### src/rtl/tcnt_pkg.sv
package tcnt_pkg;

  // Strobes sent from the control decode to the datapath each cycle.
  typedef struct packed {
    logic load;      // CPU write this edge
    logic clear;     // zero the count on this tick
    logic inc;       // step up
    logic dec;       // step down
    logic wrapUp;    // count sits at TOP, increment wraps to zero
    logic wrapDown;  // count sits at zero, decrement wraps to TOP
  } cntStrobe_t;

endpackage

### src/rtl/tcnt_ctrl.sv
module tcnt_ctrl
  import tcnt_pkg::*;
#(
  parameter int SEL_W = 3
) (
  input  logic [SEL_W-1:0] clkSel,
  input  logic             tickIn,
  input  logic             countDown,
  input  logic             clearCnt,
  input  logic             loadStb,
  input  logic             isTop,
  input  logic             isBottom,
  output cntStrobe_t       strobe
);

  logic sourceOn;
  logic tickEn;
  logic stepOk;

  // Any nonzero select code routes the external tick.
  assign sourceOn = |clkSel;
  assign tickEn   = sourceOn & tickIn;

  // The load has the highest priority and masks every tick action.
  assign stepOk = tickEn & ~loadStb & ~clearCnt;

  always_comb begin
    strobe          = '0;
    strobe.load     = loadStb;
    strobe.clear    = tickEn & ~loadStb & clearCnt;
    strobe.inc      = stepOk & ~countDown;
    strobe.dec      = stepOk & countDown;
    strobe.wrapUp   = isTop;
    strobe.wrapDown = isBottom;
  end

endmodule

### src/rtl/tcnt_datapath.sv
module tcnt_datapath
  import tcnt_pkg::*;
#(
  parameter int W = 16
) (
  input  logic         clk,
  input  logic         rstN,
  input  cntStrobe_t   strobe,
  input  logic [W-1:0] loadVal,
  input  logic [W-1:0] topVal,
  input  logic         ovfClr,
  output logic [W-1:0] count,
  output logic         isTop,
  output logic         isBottom,
  output logic         ovfPulse,
  output logic         ovfFlag
);

  localparam logic [W-1:0] ONE  = {{(W-1){1'b0}}, 1'b1};
  localparam logic [W-1:0] ZERO = '0;

  logic [W-1:0] countQ;
  logic [W-1:0] countD;
  logic [W-1:0] upVal;
  logic [W-1:0] downVal;
  logic         wrapNow;

  assign isTop    = (countQ == topVal);
  assign isBottom = (countQ == ZERO);

  assign upVal   = strobe.wrapUp   ? ZERO   : countQ + ONE;
  assign downVal = strobe.wrapDown ? topVal : countQ - ONE;
  assign wrapNow = strobe.inc & strobe.wrapUp;

  always_comb begin
    countD = countQ;
    if (strobe.load)       countD = loadVal;
    else if (strobe.clear) countD = ZERO;
    else if (strobe.inc)   countD = upVal;
    else if (strobe.dec)   countD = downVal;
  end

  always_ff @(posedge clk) begin
    if (!rstN) begin
      countQ   <= ZERO;
      ovfPulse <= 1'b0;
      ovfFlag  <= 1'b0;
    end else begin
      countQ   <= countD;
      ovfPulse <= wrapNow;
      ovfFlag  <= wrapNow | (ovfFlag & ~ovfClr);
    end
  end

  assign count = countQ;

endmodule

### src/rtl/tick_counter16.sv
module tick_counter16
  import tcnt_pkg::*;
#(
  parameter int W     = 16,
  parameter int SEL_W = 3
) (
  input  logic             clk,
  input  logic             rstN,
  input  logic [SEL_W-1:0] clkSel,
  input  logic             tickIn,
  input  logic             countDown,
  input  logic             clearCnt,
  input  logic             loadStb,
  input  logic [W-1:0]     loadVal,
  input  logic [W-1:0]     topVal,
  input  logic             ovfClr,
  output logic [W-1:0]     count,
  output logic             atTop,
  output logic             atBottom,
  output logic             ovfPulse,
  output logic             ovfFlag
);

  cntStrobe_t strobe;
  logic       isTop;
  logic       isBottom;

  tcnt_ctrl #(.SEL_W(SEL_W)) i_ctrl (
    .clkSel    (clkSel),
    .tickIn    (tickIn),
    .countDown (countDown),
    .clearCnt  (clearCnt),
    .loadStb   (loadStb),
    .isTop     (isTop),
    .isBottom  (isBottom),
    .strobe    (strobe)
  );

  tcnt_datapath #(.W(W)) i_dp (
    .clk      (clk),
    .rstN     (rstN),
    .strobe   (strobe),
    .loadVal  (loadVal),
    .topVal   (topVal),
    .ovfClr   (ovfClr),
    .count    (count),
    .isTop    (isTop),
    .isBottom (isBottom),
    .ovfPulse (ovfPulse),
    .ovfFlag  (ovfFlag)
  );

  assign atTop    = isTop;
  assign atBottom = isBottom;

endmodule

### config.mk
export PLATFORM = sky130hd
export DESIGN_NAME = tick_counter16
export DESIGN_NICKNAME = d
export VERILOG_FILES = /design/src/rtl/tcnt_pkg.sv /design/src/rtl/tcnt_ctrl.sv /design/src/rtl/tcnt_datapath.sv /design/src/rtl/tick_counter16.sv
export SDC_FILE = /design/constraint.sdc
export NUM_CORES = 1
export LEC_CHECK = 0
export ABC_AREA = 0
export CAP_MARGIN = 5
export CORE_UTILIZATION = 35
export DETAILED_ROUTE_END_ITERATION = 16
export PLACE_DENSITY = 0.61
export SETUP_SLACK_MARGIN = 0.15
export SKIP_LAST_GASP = 1
export SLEW_MARGIN = 40
export SYNTH_ARGS = -nofsm -noshare
export SYNTH_HDL_FRONTEND = slang
export SYNTH_SLANG_ARGS = --single-unit
export TNS_END_PERCENT = 100
### constraint.sdc
create_clock -name clk -period 8.4 [get_ports clk]
set_clock_uncertainty 0.1 [all_clocks]
set_input_delay 1.68 -clock clk [delete_from_list [all_inputs] [get_ports clk]]
set_output_delay 1.68 -clock clk [all_outputs]
set_load 0.02 [all_outputs]
After elaboration in Yosys (flattened, before gate mapping)
Cells that the tools add are included.
- bits in registers: 18
- input port bits: 42
- output and inout port bits: 20
- $add $sub $neg: 2
- eq/ne operators: 1
- muxes and demuxes: 6
- bitwise logic cells: 13
- reductions and logical operators: 3
- operator list (operator ; number):
    $mux W16 ; 6
    $add A16 B1 Y16 const B ; 1
    $eq A16 B16 Y1 ; 1
    $logic_not A16 Y1 ; 1
    $sub A16 B1 Y16 const B ; 1
    $and A1 B1 Y1 ; 8
    $not A1 Y1 ; 4
    $reduce_bool A4 Y1 ; 1
    $reduce_or A3 Y1 ; 1
    $or A1 B1 Y1 ; 1

Logic depth before layout (Yosys ltp)
Gate-level depths: netlist of run 1.
- depth after elaboration: 9
- mapped depth: 11
- depth with buffers taken out: 8

Hierarchy
From an unflattened synthesis of run 1, not the netlist that was laid out.
- cells, all modules: 258
- area total of the unflattened synthesis: 2060.7 sq um
- by module, submodules not included (module ; instances ; cells each ; area each (sq um)):
    tcnt_datapath ; 1 ; 250 ; 1973.1
    tcnt_ctrl ; 1 ; 8 ; 87.6

Least setup slack after synthesis of run 1
OpenSTA, ideal clock, no wires.
- path kind: input-to-output
- start: input topVal[15]
- end: output atTop
- data arrival time: 2.590 ns
- setup slack: 4.030 ns
- stages on the path: 4
- cell sequence: xor2_1 > nor4_1 > nand4_1 > inv_1
- cells in the longest elaborated chain, start to end: 1
- ends and longest elaborated chain (item ; RTL line ; source):
    start, declared ; tick_counter16.sv:15 ; input logic [W-1:0] topVal,
    $eq A16 B16 Y1 ; tcnt_datapath.sv:28 ; assign isTop = (countQ == topVal);
    end, declared ; tick_counter16.sv:18 ; output logic atTop,
No other way between the ends.

Worst setup path after layout of run 1
- start: input topVal[3]
- end: output atTop
The elaborated chain is that of the path after synthesis.

==> results of run 1 <==
## sequential cells by signal (all words and copies together), names as in the netlist
| name | cells |
|---|---|
| i_dp.ovfFlag | 1 |
| i_dp.ovfPulse | 1 |
| i_dp.count | 16 |
## worst paths after layout
| path | startpoint | slack [ns] | to |
|---|---|---|---|
| max reg2reg | i_dp.count[0] | 5.46 | i_dp.count[13] |
| min reg2reg | i_dp.ovfFlag | 0.52 | i_dp.ovfFlag |
| min | i_dp.ovfFlag | 0.52 | i_dp.ovfFlag |
| max | topVal[3] | 2.56 | atTop |
## area by class of cell
| class | instances | area, um2 | share of cell area, % |
|---|---|---|---|
| Sequential cell | 18 | 360 | 13.4 |
| Tap cell | 72 | 90.1 | 3.34 |
| Clock buffer | 3 | 41.3 | 1.53 |
| Multi-Input combinational cell | 238 | 1540 | 57.1 |
| Inverter | 7 | 31.3 | 1.16 |
| Timing Repair Buffer | 64 | 633 | 23.5 |
## through the flow
stage	power, mW	hold slack (ns)	setup WS, ns	std cells
after floorplan	0.188	0.580	4.03	292
after detailed placement	0.237	0.514	2.62	399
after global routing	0.319	0.555	2.38	402
after global placement	0.235	0.512	2.61	399
after CTS	0.302	0.524	2.57	402
final	0.301	0.517	2.56	402
## worst reg2reg max path: cells and delay by family, from the launching register on
family | cells | cell delay [ns]
and+or+nand+nor | 3 | 1.31
DFF | 1 | 0.47
AOI/OAI and AO/OA | 2 | 0.43
buffers and inverters | 2 | 0.35
adders and majority gates | 1 | 0.19
## layout by cell type (no fill, tap or decap), drive strengths merged, types with 7 or more instances in the layout
cell type,Yosys,layout
xor2,23,23
dfxtp,18,18
clkdlybuf4s50,0,61
o21ai,24,24
nand4,7,7
nand3,10,10
nor2,11,11
nor3,19,19
xnor2,9,9
nor4,12,12
nand2,49,49
## logic make-up after synthesis
group / after synthesis / synth area share, %
xor+xnor: 32 / 13.6
fa+ha+maj: 3 / 1.83
flops: 18 / 17.5
mux: 4 / 2.07
compound gates: 63 / 21.7
simple gates: 136 / 34.5
buf+inv: 36 / 8.71
## report_power, final
| group | internal [mW] | leakage [nW] | switching [mW] |
|---|---|---|---|
| combinational | 0.0655 | 0.804 | 0.0618 |
| sequential | 0.0906 | 0.148 | 0.0180 |
| clock | 0.0320 | 0.0216 | 0.0332 |
## layer usage
layer | track usage (%) | share of wire (%) | vias up | routed length, um
met5 | 0 | 0 | - | 0
met4 | 7.41 | 1.1 | 0 | 76
met3 | 1.74 | 7.2 | 5 | 486
met2 | 36.4 | 45 | 102 | 3050
met1 | 31.5 | 46 | 1038 | 3110
li1 | - | - | 1144 | -
==> impl_metrics.tcl, run 1 <==
set metrics [dict create \
    grt_pass1_vias 2127 \
    ir_drop_v 0.0000558 \
    grt_overflow_total 0 \
    area_growth_syn_to_layout_pct 31.2 \
    ys_types 51 \
    max_freq_mhz 171 \
    worstHoldPathCells 3 \
    drt_first_iter_violations 217 \
    io_pins 62 \
    yosysMostFrequentCell "nand2_1" \
    die_w_um 78.6 \
    start_util_pct 36.9 \
    core-area_um2 5570 \
    synth_area_per_cell_um2 7.04 \
    rr_worst_depth 8 \
    drv_cap 0 \
    worst-setup-path-type "input port to output port" \
    drt_first_pass_iters 5 \
    hold_violations 0 \
    crit_path_end_kind "output port" \
    rsz0062_at_grt "false" \
    place_congestion 0.864 \
    cts-resized-gates 0 \
    syn_nets 337 \
    crit_chain "clkdlybuf4s50_1 > xor2_1 > nor4_1 > nand4_1 > inv_1 > clkdlybuf4s50_1" \
    clk_pin_slew_worst_paths_ns 0.08 \
    path_buf_inv 3 \
    yosysTopAreaCell "dfxtp_1" \
    gr-usage-all-layers_pct 22.6 \
    dieArea_um2 6180 \
    synth-async-reset-ratio_pct 0 \
    fill_cells 597 \
    yosysWarnings 0 \
    synth-seq-cells 18 \
    post-cts-setup-buffers 0 \
    fin_area_um2 2700 \
    synth.top_cells.by_count "nand2_1, xor2_1, o21ai_0" \
    postPlaceCellArea_um2 2650 \
    cts_buffer_depth 2 \
    grt_max_degree 37 \
    grt_pass1_wl_um 11000 \
    antenna_found_initial 0 \
    fin_util_pct 48.4 \
    cpPeakStageDelay_ns 0.64 \
    critPathMostFrequentCell "clkdlybuf4s50_1" \
    powerDensity_nw_per_um2 112 \
    ys.flop_type "dfxtp_1" \
    synth_cells 292 \
    relSlewSlack_pct 47.2 \
    cp.arrival_ns 4.06 \
    syn_area_um2 2050 \
    tightest_slew_ns 0.789 \
    vias 2289 \
    routed_wl_um 6720 \
    worstPathRequired_ns 6.62 \
    cts_tree "built" \
    drc 0 \
    cts-buffers-inserted 3 \
    synth_area_leaders "dfxtp_1, xor2_1, nand2_1, o21ai_0, nor3_1" \
    slowest_stage "clkdlybuf4s50_1" \
    wl_per_cell_um 16.7 \
    die_h_um 78.6 \
    setup_viol 0 \
    finalCritPeriodShare_pct 69.5 \
    place_hpwl_um 4630 \
    layout-drive-gt1-share_pct 6.67 \
    numClockSinks 18 \
    synth_top_area_share_pct 17.5 \
    hold_buffers 0 \
    hp-class "flop to flop" \
    clk_latency_ns 0.26 \
    root_buffer "clkbuf_8" \
    final_nets 377 \
    std_cell_rows 27 \
    crit_fanout 8 \
    slew_viol_final 0 \
    vias_per_cell 5.69 \
    p_leak_nw 0.974 \
    antenna-diode-count 0 \
    io_buffers 61 \
    crit_cells 6 \
    critPathTopFamily "buffers and inverters" \
    status "completed" \
    ant_nets 0 \
    setup_tns_ns 0 \
    synth_edf_count 0 \
    ys_seq_area_share_pct 17.5 \
    htreeDepth 1 \
    start_kind "input port" \
    min_period_ns 5.84 \
]
Power figures use the tool's default switching activity.
==> run 2, diff against run 1 <==
clock period = 5.92 ns   (was 8.4 ns; I/O delays follow)
==> impl_metrics.tcl, run 2 (same netlist as run 1, synthesis figures left out) <==
set metrics [dict create \
    status "completed" \
    clk_latency_ns 0.26 \
    holdWs_ns 0.513 \
    p_leak_nw 0.980 \
    slowest_stage "clkdlybuf4s50_1" \
    place_congestion 0.872 \
    slew_viol_final 0 \
    area_growth_syn_to_layout_pct 32.0 \
    critPathMostFrequentCell "clkdlybuf4s50_1" \
    cp.arrival_ns 3.61 \
    layout-drive-gt1-share_pct 6.95 \
    min_to "i_dp.ovfFlag" \
    rsz0062_at_grt "false" \
    tightest_slew_ns 0.724 \
    worstPathRequired_ns 4.64 \
    finalCritPeriodShare_pct 82.7 \
    start_util_pct 36.9 \
    io_buffers 61 \
    root_buffer "clkbuf_8" \
    die_h_um 78.6 \
    ir_drop_v 0.0000740 \
    hold_violations 0 \
    r2r_end "i_dp.count[13]" \
    io_pins 62 \
    vias_per_cell 5.75 \
    start_kind "input port" \
    setup_viol 0 \
    cts-resized-gates 0 \
    worst-setup-path-type "input port to output port" \
    max_freq_mhz 204 \
    drc 0 \
    layout_commonest_cell "clkdlybuf4s50_1" \
    rr_worst_depth 8 \
    setup_tns_ns 0 \
    gr-usage-all-layers_pct 23.3 \
    std_cell_rows 27 \
    grt_pass1_vias 2235 \
    post-cts-setup-buffers 0 \
    place_hpwl_um 4820 \
    cpPeakStageDelay_ns 0.65 \
    vias 2319 \
    grt_pass1_wl_um 11300 \
    final_nets 378 \
    core-area_um2 5570 \
    final_cell_mix "clkdlybuf4s50_1, nand2_1, xor2_1, o21ai_0" \
    clk_pin_slew_worst_paths_ns 0.07 \
    antenna_found_initial 0 \
    hp-class "flop to flop" \
    crit_chain "clkdlybuf4s50_1 > xor2_1 > nor4_1 > nand4_1 > inv_1 > clkdlybuf4s50_1" \
    routed_wl_um 6830 \
    die_w_um 78.6 \
    drv_cap 0 \
    regToRegSetupSlack_ns 3.01 \
    grt_max_degree 22 \
    hold_buffers 0 \
    min_period_ns 4.89 \
    dieArea_um2 6180 \
    grt_overflow_total 0 \
    largest_reg_flops 16 \
    antenna-diode-count 0 \
    hold_start "i_dp.ovfFlag" \
    cts-buffers-inserted 3 \
    drt_first_iter_violations 191 \
    crit_fanout 8 \
    powerDensity_nw_per_um2 158 \
    numClockSinks 18 \
    cts_buffer_depth 2 \
    worstHoldPathCells 3 \
    cts_tree "built" \
    r2r_start "i_dp.count[0]" \
    relSlewSlack_pct 51.4 \
    crit_path_end_kind "output port" \
    wl_per_cell_um 16.9 \
    drt_first_pass_iters 4 \
    ant_nets 0 \
    htreeDepth 1 \
]
==> run 2: area by class of cell <==
| class | count | area (um2) |
|---|---|---|
| multi-input combinational | 238 | 1550 |
| fill | 599 | 2860 |
| clock buffer | 3 | 41.3 |
| inverter | 7 | 31.3 |
| timing repair buffer | 65 | 641 |
| sequential | 18 | 360 |
| tap | 72 | 90.1 |
==> run 2: metal layers <==
| layer | part of all wire, % | up-vias | GRT usage [%] |
|---|---|---|---|
| li1 | - | 1143 | - |
| met1 | 45 | 1074 | 32.8 |
| met2 | 46 | 93 | 35.0 |
| met3 | 7.1 | 9 | 2.33 |
| met4 | 1.8 | 0 | 11.3 |
| met5 | 0 | - | 0 |
==> run 2: through the flow <==
stage                     total power, mW  cells  util [%]  cell area [um2]  setup WS [ns]
after global routing                0.457    403      48.6             2710          0.957
after CTS                           0.431    403      48.6             2710           1.08
after detailed placement            0.338    400      47.8             2670           1.09
after floorplan                     0.267    292         -             2050           2.49
final                               0.428    403      48.6             2710           1.03
after global placement              0.335    400      47.5             2650           1.12
==> run 2: worst max-delay path by stage <==
stage	endpoint	from	slack, ns	cells after the start
2_1_floorplan	atBottom	i_dp.count[0]	2.49	8
4_1_cts	atTop	topVal[9]	1.08	6
5_1_grt	atTop	topVal[3]	0.96	6
3_3_place_gp	atTop	topVal[3]	1.12	6
6_report	atTop	topVal[3]	1.03	6
3_5_place_dp	atTop	topVal[9]	1.09	6
==> run 2: power by group <==
part	internal, mW	leakage, nW	switching, mW
combinational	0.0937	0.810	0.0890
sequential	0.129	0.148	0.0254
clock	0.0454	0.0216	0.0459
total	0.268	0.980	0.160
==> run 2: critical path, delay by kind of cell <==
kind                   cells  cell delay, ns
buffers and inverters      3            1.39
AND/OR/NAND/NOR            2            0.84
XOR/XNOR                   1            0.19
==> run 3, diff against run 2 <==
clock period = 5 ns   (was 5.92 ns; I/O delays follow)
==> impl_metrics.tcl, run 3 (same netlist as run 1, synthesis figures left out) <==
set metrics [dict create \
    slew_viol_final 0 \
    grt_overflow_total 0 \
    place_congestion 0.876 \
    cts-buffers-inserted 3 \
    setup_viol 0 \
    rsz0062_at_grt "false" \
    antenna_found_initial 0 \
    powerDensity_nw_per_um2 187 \
    regToRegSetupSlack_ns 2.06 \
    die_w_um 78.6 \
    vias_per_cell 5.85 \
    start_util_pct 36.9 \
    setup_tns_ns 0 \
    hold_violations 0 \
    p_leak_nw 0.979 \
    core-area_um2 5570 \
    drv_cap 0 \
    tightest_slew_ns 0.724 \
    slowest_stage "clkdlybuf4s50_1" \
    startpoint "topVal[3]" \
    rr_worst_depth 8 \
    drt_first_pass_iters 5 \
    relSlewSlack_pct 51.4 \
    cts-resized-gates 0 \
    dieArea_um2 6180 \
    grt_max_degree 22 \
    wl_per_cell_um 16.5 \
    routed_wl_um 6660 \
    cts_tree "built" \
    io_pins 62 \
    hold_buffers 0 \
    r2r_start "i_dp.count[0]" \
    hp-class "flop to flop" \
    crit_fanout 8 \
    post-cts-setup-buffers 0 \
    path_buf_inv 3 \
    clk_pin_slew_worst_paths_ns 0.07 \
    clk_latency_ns 0.26 \
    cts_buffer_depth 2 \
    root_buffer "clkbuf_8" \
    die_h_um 78.6 \
    gr-usage-all-layers_pct 21.9 \
    drc 0 \
    cpPeakStageDelay_ns 0.64 \
    place_hpwl_um 4730 \
    start_kind "input port" \
    ir_drop_v 0.0000854 \
    status "completed" \
    final_nets 378 \
    numClockSinks 18 \
    std_cell_rows 27 \
    largest_reg_flops 16 \
    max_freq_mhz 224 \
    finalCritPeriodShare_pct 89.5 \
    power_mw 0.505 \
    vias 2358 \
    cp.arrival_ns 3.37 \
    drt_first_iter_violations 170 \
    postPlaceCellArea_um2 2660 \
    htreeDepth 1 \
    crit_path_end_kind "output port" \
    crit_chain "clkdlybuf4s50_1 > xor2_1 > nor4_1 > nand4_1 > inv_1 > clkdlybuf4s50_1" \
    layout_commonest_cell "clkdlybuf4s50_1" \
    antenna-diode-count 0 \
    min_to "i_dp.ovfFlag" \
    r2r_end "i_dp.count[6]" \
    min_period_ns 4.47 \
    io_buffers 61 \
    hold_start "i_dp.ovfFlag" \
    worstHoldPathCells 3 \
    final_cell_mix "clkdlybuf4s50_1, nand2_1, xor2_1, o21ai_0" \
    worst-setup-path-type "input port to output port" \
    fin_area_um2 2700 \
    ant_nets 0 \
    layout-drive-gt1-share_pct 6.95 \
    grt_pass1_wl_um 10700 \
    worstPathRequired_ns 3.90 \
    critPathMostFrequentCell "clkdlybuf4s50_1" \
    critPathTopFamily "buffers and inverters" \
    area_growth_syn_to_layout_pct 31.5 \
    grt_pass1_vias 2142 \
]
run 3: layer usage:
layer | wire length [um] | GRT usage (%) | vias to the layer above
met2 | 2990 | 34.0 | 100
met1 | 3150 | 31.6 | 1103
met5 | 0 | 0 | -
li1 | - | - | 1143
met4 | 96 | 7.04 | 0
met3 | 425 | 1.63 | 12
run 3: worst max-delay path by stage:
| stage | end | slack [ns] | depth (start not counted) |
|---|---|---|---|
| 6_report | atTop | 0.53 | 6 |
| 5_1_grt | atTop | 0.40 | 6 |
| 4_1_cts | atTop | 0.53 | 6 |
| 3_5_place_dp | atTop | 0.53 | 6 |
| 3_3_place_gp | atTop | 0.58 | 6 |
| 2_1_floorplan | atBottom | 1.75 | 8 |
run 3: area by class of cell:
type	count	area (um2)
Multi-Input combinational cell	238	1540
Tap cell	72	90.1
Clock buffer	3	41.3
Inverter	7	31.3
Sequential cell	18	360
Fill cell	583	2870
Timing Repair Buffer	65	641
run 3: through the flow:
stage / utilization (%) / setup slack [ns] / std cells / hold WS, ns
detailed placement: 47.7 / 0.532 / 400 / 0.514
global route: 48.5 / 0.397 / 403 / 0.573
finish: 48.5 / 0.527 / 403 / 0.520
floorplan: - / 1.75 / 292 / 0.580
global placement: 47.5 / 0.577 / 400 / 0.512
CTS: 48.4 / 0.527 / 403 / 0.524
run 3: report_power, final:
group | internal [mW] | switching [mW]
combinational | 0.111 | 0.104
sequential | 0.152 | 0.0304
clock | 0.0537 | 0.0541
total | 0.316 | 0.189
run 3: worst min-delay path: stages (launching register included):
cell and delay (ns):
dfxtp_1 0.32, inv_1 0.05, o22ai_1 0.07, and2_1 0.14
